$ cat src/rtl/io_perm_pkg.sv
package io_perm_pkg;

    typedef enum logic [1:0] {
        ST_IDLE   = 2'd0,
        ST_RD_PTR = 2'd1,
        ST_RD_MAP = 2'd2,
        ST_DONE   = 2'd3
    } ioperm_state_e;

endpackage

$ cat src/rtl/io_perm_locate.sv
// Address generation and segment-limit test for the bitmap lookup.
module io_perm_locate #(
    parameter int unsigned ADDR_W  = 32,
    parameter int unsigned OFS_W   = 16,
    parameter int unsigned IDX_W   = 13,
    parameter int unsigned PTR_LOC = 'h66
) (
    input  logic [ADDR_W-1:0] seg_base,
    input  logic [ADDR_W-1:0] seg_limit,
    input  logic [OFS_W-1:0]  map_ptr,
    input  logic [IDX_W-1:0]  byte_idx,
    output logic [ADDR_W-1:0] ptr_addr,
    output logic [ADDR_W-1:0] map_addr,
    output logic              beyond_limit
);
    localparam int unsigned PTR_PAD = ADDR_W - OFS_W;
    localparam int unsigned IDX_PAD = ADDR_W - IDX_W;

    logic [ADDR_W-1:0] rel_idx;

    // Pointer and port byte index are both far narrower than the address,
    // so their sum cannot wrap.
    assign rel_idx      = {{PTR_PAD{1'b0}}, map_ptr} + {{IDX_PAD{1'b0}}, byte_idx};
    assign beyond_limit = rel_idx > seg_limit;
    assign ptr_addr     = seg_base + ADDR_W'(PTR_LOC);
    assign map_addr     = seg_base + rel_idx;

endmodule

$ cat src/rtl/io_perm_judge.sv
// Picks the permission bits covered by the access out of one bitmap byte.
module io_perm_judge #(
    parameter int unsigned MASK_W = 4
) (
    input  logic [7:0]        map_byte,
    input  logic [2:0]        bit_sel,
    input  logic [MASK_W-1:0] acc_mask,
    output logic              deny
);
    logic [MASK_W-1:0] hit;

    for (genvar i = 0; i < MASK_W; i++) begin : g_bit
        logic [3:0] pos;
        assign pos    = {1'b0, bit_sel} + 4'(i);
        // Positions past bit 7 lie in the next byte, which is not fetched.
        assign hit[i] = acc_mask[i] & (pos < 4'd8) & map_byte[pos[2:0]];
    end

    assign deny = |hit;

endmodule

$ cat src/rtl/io_perm_check.sv
module io_perm_check #(
    parameter int unsigned ADDR_W  = 32,
    parameter int unsigned PORT_W  = 16,
    parameter int unsigned MASK_W  = 4,
    parameter int unsigned OFS_W   = 16,
    parameter int unsigned PTR_LOC = 'h66
) (
    input  logic              clk,
    input  logic              rst_n,
    input  logic              req_valid,
    input  logic [PORT_W-1:0] req_port,
    input  logic [MASK_W-1:0] req_mask,
    input  logic [ADDR_W-1:0] tss_base,
    input  logic [ADDR_W-1:0] tss_limit,
    output logic              mem_rd_req,
    output logic [ADDR_W-1:0] mem_rd_addr,
    output logic              mem_rd_word,
    output logic              mem_rd_pl0,
    input  logic              mem_rd_valid,
    input  logic [OFS_W-1:0]  mem_rd_data,
    output logic              done,
    output logic              allow,
    output logic              gp_fault
);
    import io_perm_pkg::*;

    localparam int unsigned IDX_W = PORT_W - 3;

    typedef struct packed {
        ioperm_state_e     state;
        logic [PORT_W-1:0] port;
        logic [MASK_W-1:0] mask;
        logic [ADDR_W-1:0] base;
        logic [ADDR_W-1:0] limit;
        logic [OFS_W-1:0]  ptr;
        logic              deny;
    } chk_regs_t;

    chk_regs_t r_d, r_q;

    logic [OFS_W-1:0]  ptr_sel;
    logic [ADDR_W-1:0] ptr_addr;
    logic [ADDR_W-1:0] map_addr;
    logic              beyond_limit;
    logic              byte_deny;

    // While the pointer arrives the limit test uses it straight from the bus.
    assign ptr_sel = (r_q.state == ST_RD_PTR) ? mem_rd_data : r_q.ptr;

    io_perm_locate #(
        .ADDR_W (ADDR_W),
        .OFS_W  (OFS_W),
        .IDX_W  (IDX_W),
        .PTR_LOC(PTR_LOC)
    ) u_locate (
        .seg_base    (r_q.base),
        .seg_limit   (r_q.limit),
        .map_ptr     (ptr_sel),
        .byte_idx    (r_q.port[PORT_W-1:3]),
        .ptr_addr    (ptr_addr),
        .map_addr    (map_addr),
        .beyond_limit(beyond_limit)
    );

    io_perm_judge #(
        .MASK_W(MASK_W)
    ) u_judge (
        .map_byte(mem_rd_data[7:0]),
        .bit_sel (r_q.port[2:0]),
        .acc_mask(r_q.mask),
        .deny    (byte_deny)
    );

    always_comb begin
        r_d = r_q;
        unique case (r_q.state)
            ST_IDLE: begin
                if (req_valid) begin
                    r_d.port  = req_port;
                    r_d.mask  = req_mask;
                    r_d.base  = tss_base;
                    r_d.limit = tss_limit;
                    r_d.deny  = 1'b0;
                    r_d.state = ST_RD_PTR;
                end
            end
            ST_RD_PTR: begin
                if (mem_rd_valid) begin
                    r_d.ptr = mem_rd_data;
                    if (beyond_limit) begin
                        r_d.deny  = 1'b1;
                        r_d.state = ST_DONE;
                    end else begin
                        r_d.state = ST_RD_MAP;
                    end
                end
            end
            ST_RD_MAP: begin
                if (mem_rd_valid) begin
                    r_d.deny  = byte_deny;
                    r_d.state = ST_DONE;
                end
            end
            default: begin
                r_d.state = ST_IDLE;
            end
        endcase
    end

    always_ff @(posedge clk) begin
        if (!rst_n) begin
            r_q <= '{state: ST_IDLE, default: '0};
        end else begin
            r_q <= r_d;
        end
    end

    assign mem_rd_req  = (r_q.state == ST_RD_PTR) || (r_q.state == ST_RD_MAP);
    assign mem_rd_word = (r_q.state == ST_RD_PTR);
    assign mem_rd_addr = (r_q.state == ST_RD_PTR) ? ptr_addr : map_addr;
    assign mem_rd_pl0  = mem_rd_req;
    assign done        = (r_q.state == ST_DONE);
    assign allow       = done & ~r_q.deny;
    assign gp_fault    = done & r_q.deny;

endmodule

$ cat config.mk
export PLATFORM = sky130hd
export DESIGN_NAME = io_perm_check
export DESIGN_NICKNAME = d
export VERILOG_FILES = /design/src/rtl/io_perm_pkg.sv /design/src/rtl/io_perm_locate.sv /design/src/rtl/io_perm_judge.sv /design/src/rtl/io_perm_check.sv
export SDC_FILE = /design/constraint.sdc
export NUM_CORES = 1
export LEC_CHECK = 0
export BUFFER_PORTS_ARGS = -buffer_cell sky130_fd_sc_hd__buf_2
export CAP_MARGIN = 20
export CORE_ASPECT_RATIO = 0.9
export CORE_MARGIN = 2
export CORE_UTILIZATION = 58
export DETAILED_ROUTE_END_ITERATION = 16
export PLACE_DENSITY_LB_ADDON = 0.12
export SYNTH_ARGS = -nofsm -noshare
export SYNTH_HDL_FRONTEND = slang
export SYNTH_HIERARCHICAL = 1
export SYNTH_SLANG_ARGS = --single-unit
$ cat constraint.sdc
create_clock -name clk -period 12.45 [get_ports clk]
set_input_delay 0.6225 -clock clk [delete_from_list [all_inputs] [get_ports clk]]
set_output_delay 0.6225 -clock clk [all_outputs]
set_load 0.01 [all_outputs]
==> impl_metrics.py <==
metrics = {
    "status": {
        "status": "complete, no violations",
    },
    "die": {
        "io_pins": 142,
        "die-width_um": 124,
        "dieArea_um2": 13900,
        "coreArea_um2": 12700,
        "row_count": 39,
        "fp.dieH_um": 112,
        "initial_core_util_pct": 59.4,
    },
    "layout": {
        "final_cell_mix": "237 x nand2_1, 141 x buf_2, 129 x a21oi_1, 103 x dfxtp_1, 56 x ha_1",
        "num_antenna_cells": 0,
        "fillers": 1129,
        "drive_gt1_share_pct": 19.9,
        "layout.cells.non_filler": 1231,
        "reg_top3": "r_q (103)",
        "largest_reg_flops": 103,
        "layout_commonest_cell": "nand2_1",
        "syn_to_final_growth_pct": 13.3,
        "final_nets": 1226,
        "top_register": "r_q",
    },
    "route": {
        "vias": 6941,
        "ant_nets": 0,
        "routed_wl_um": 18900,
        "drt_iter0_drc": 515,
        "drcViolationCount": 0,
        "viasPerCell": 5.64,
        "wl_per_cell_um": 15.4,
        "drt_pre_antenna_iters": 5,
    },
    "clock_network": {
        "cts_setup_buffers": 0,
        "clock-sinks": 103,
        "clk_latency_ps": 360,
        "h-tree-depth": 3,
        "root_buffer": "clkbuf_16",
        "cts.repair.resized": 0,
        "numCtsBuffers": 9,
        "cts_tree": "built",
        "holdBufCountCts": 0,
        "clockBufferDepth": 2,
        "clk_pin_slew_ps": 70,
    },
    "flow_run": {
        "cap_violations": 0,
    },
    "synth": {
        "synthArstFlopShare_pct": 0,
        "syn-num-nets": 1122,
        "synth-edff-count": 0,
        "yosys_warnings": 6,
        "synth_ff_type": "dfxtp_1",
        "synthesis.area_um2": 7540,
        "syn_area_per_cell_um2": 7.86,
        "yosysUniqueCellTypes": 74,
        "synth-seq-cells": 103,
        "ys_seq_area_share_pct": 27.3,
        "netlist_instances": 959,
    },
    "global_routing": {
        "grt-ovfl-total": 0,
        "grt_pass1_wl_um": 30500,
        "grt_max_degree": 103,
        "antenna_found_initial": 0,
        "grt_pass1_vias": 6207,
        "grt_util_all_layers_pct": 27.5,
    },
    "hold_path": {
        "worstHoldPathCells": 2,
        "holdPathEnd": "r_q[10]$_SDFFE_PN0P_",
        "hold_class": "reg2reg",
        "hp-start": "r_q[10]$_SDFFE_PN0P_",
    },
    "critical_path": {
        "r2r-start": "r_q[102]$_SDFFE_PN0P_",
        "r2r_slack_ps": 6830,
        "r2r_cells": 21,
        "critPathSlowestCell": "buf_4",
        "critPathKind": "reg2out",
        "cp.arrival_ps": 5740,
        "crit_path_start_kind": "register",
        "max_stage_delay_ps": 530,
        "crit_fanout": 51,
        "worstSetupEndpointType": "primary output",
        "reg2reg_to": "r_q[101]$_SDFFE_PN0P_",
        "cp_cell_sequence": "inv_1 -> ha_2 -> buf_4 -> mux2_2 -> ha_1 -> inv_1 -> fa_1 -> nor2b_1 -> o31a_1 -> or4_1 -> a31oi_1 -> o21ai_1 -> xor2_1 -> ha_1 -> nand2_1 -> nor2_8 -> a32o_1 -> a21o_4 -> nand4_1 -> xnor2_1 -> mux2_1 -> buf_2",
        "critPathRequiredTime_ps": 11830,
    },
    "timing": {
        "fin_crit_sh_pct": 51.1,
        "fin_ws_ps": 6090,
        "hold_viol_final": 0,
        "tightest_slew_ps": 1130,
        "timing.fmax_mhz": 157,
        "relSlewSlack_pct": 25.0,
        "min_period_ps": 6360,
        "fin_setup_tns_ps": 0,
        "drv_slew": 0,
        "setup_viol_count_final": 0,
        "rsz0062_at_grt": "no",
        "clock_skew_ps": 10.4,
    },
    "place": {
        "post-dp-hpwl_um": 13900,
        "dp_cells": 1216,
        "gp_congestion": 0.909,
        "portBuffers": 141,
        "place_ws_ps": 6550,
    },
    "power": {
        "total_power_mw": 1.27,
        "vdd_drop_max_v": 0.0000967,
        "p_leak_nw": 3.89,
        "power_density_nw_per_um2": 149,
    },
}
## critical path, delay by kind of cell (launching register included)
| kind | cells | cell delay (ps) |
|---|---|---|
| mux | 2 | 700 |
| simple gates | 5 | 890 |
| flops | 1 | 340 |
| compound gates | 5 | 1140 |
| buf+inv | 4 | 850 |
| fa+ha+maj | 4 | 970 |
| xor+xnor | 2 | 450 |
## power by group
part | internal (mW) | switching [mW]
combinational | 0.245 | 0.327
clock | 0.161 | 0.128
sequential | 0.369 | 0.0420
## metrics by stage
step	instance area [um2]	utilization (%)	hold slack, ps
floorplan	7540	-	432
global placement	8250	65.0	440
detailed placement	8250	65.0	446
CTS	8550	67.4	456
global route	8550	67.4	478
finish	8550	67.4	453
## kinds of logic (layout without fill, tap and decap cells)
logic type	after synthesis	after routing	share of synthesized area, %
AND/OR/NAND/NOR	357	357	20.9
AO/OA/AOI/OAI	218	218	17.9
adder cells (fa/ha/maj)	59	59	9.99
XOR/XNOR	70	70	8.13
multiplexers	61	61	10.6
flip-flops	103	103	27.3
buffers and inverters	91	199	5.11
## routing by layer
layer / vias up / GRT usage, % / wire, um
met3: 25 / 4.07 / 972
met4: 0 / 8.31 / 335
li1: 3521 / - / -
met2: 195 / 44.2 / 8870
met1: 3200 / 38.2 / 8740
met5: - / 0 / 0
## synthesized netlist by cell type (9+ instances only)
master	count	area share (%)
nand2_1	238	12
nand4_1	13	1.1
buf_2	16	1.1
inv_1	39	1.9
dfxtp_1	103	27
mux2_2	28	4.2
mux2_1	20	3.0
nor3_1	9	0.60
o21ai_0	14	0.93
clkbuf_1	25	1.2
xor2_1	22	2.6
nand3_1	18	1.2
nor2_1	34	1.7
a21o_1	15	1.5
a21oi_1	129	8.6
xnor2_1	48	5.6
ha_1	57	9.5
## worst max-delay path by stage
stage                                startpoint              end  slack, ps  cells past startpoint
after floorplan           r_q[102]$_SDFFE_PN0P_  mem_rd_addr[24]       7420                     20
after global placement    r_q[102]$_SDFFE_PN0P_  mem_rd_addr[16]       6570                     22
after detailed placement  r_q[102]$_SDFFE_PN0P_  mem_rd_addr[23]       6550                     22
after CTS                 r_q[102]$_SDFFE_PN0P_  mem_rd_addr[23]       6150                     22
after global routing      r_q[102]$_SDFFE_PN0P_  mem_rd_addr[23]       5700                     22
final                     r_q[102]$_SDFFE_PN0P_  mem_rd_addr[23]       6090                     22
## area by class of cell
type	instances	area [um2]	area share, %
Multi-Input combinational cell	765	5100	59.7
Sequential cell	103	2060	24.1
Timing Repair Buffer	145	736	8.61
Clock buffer	11	243	2.84
Tap cell	164	205	2.40
Inverter	39	146	1.71
Clock inverter	4	53.8	0.630
No activity file was read; power rests on OpenSTA's default activity.
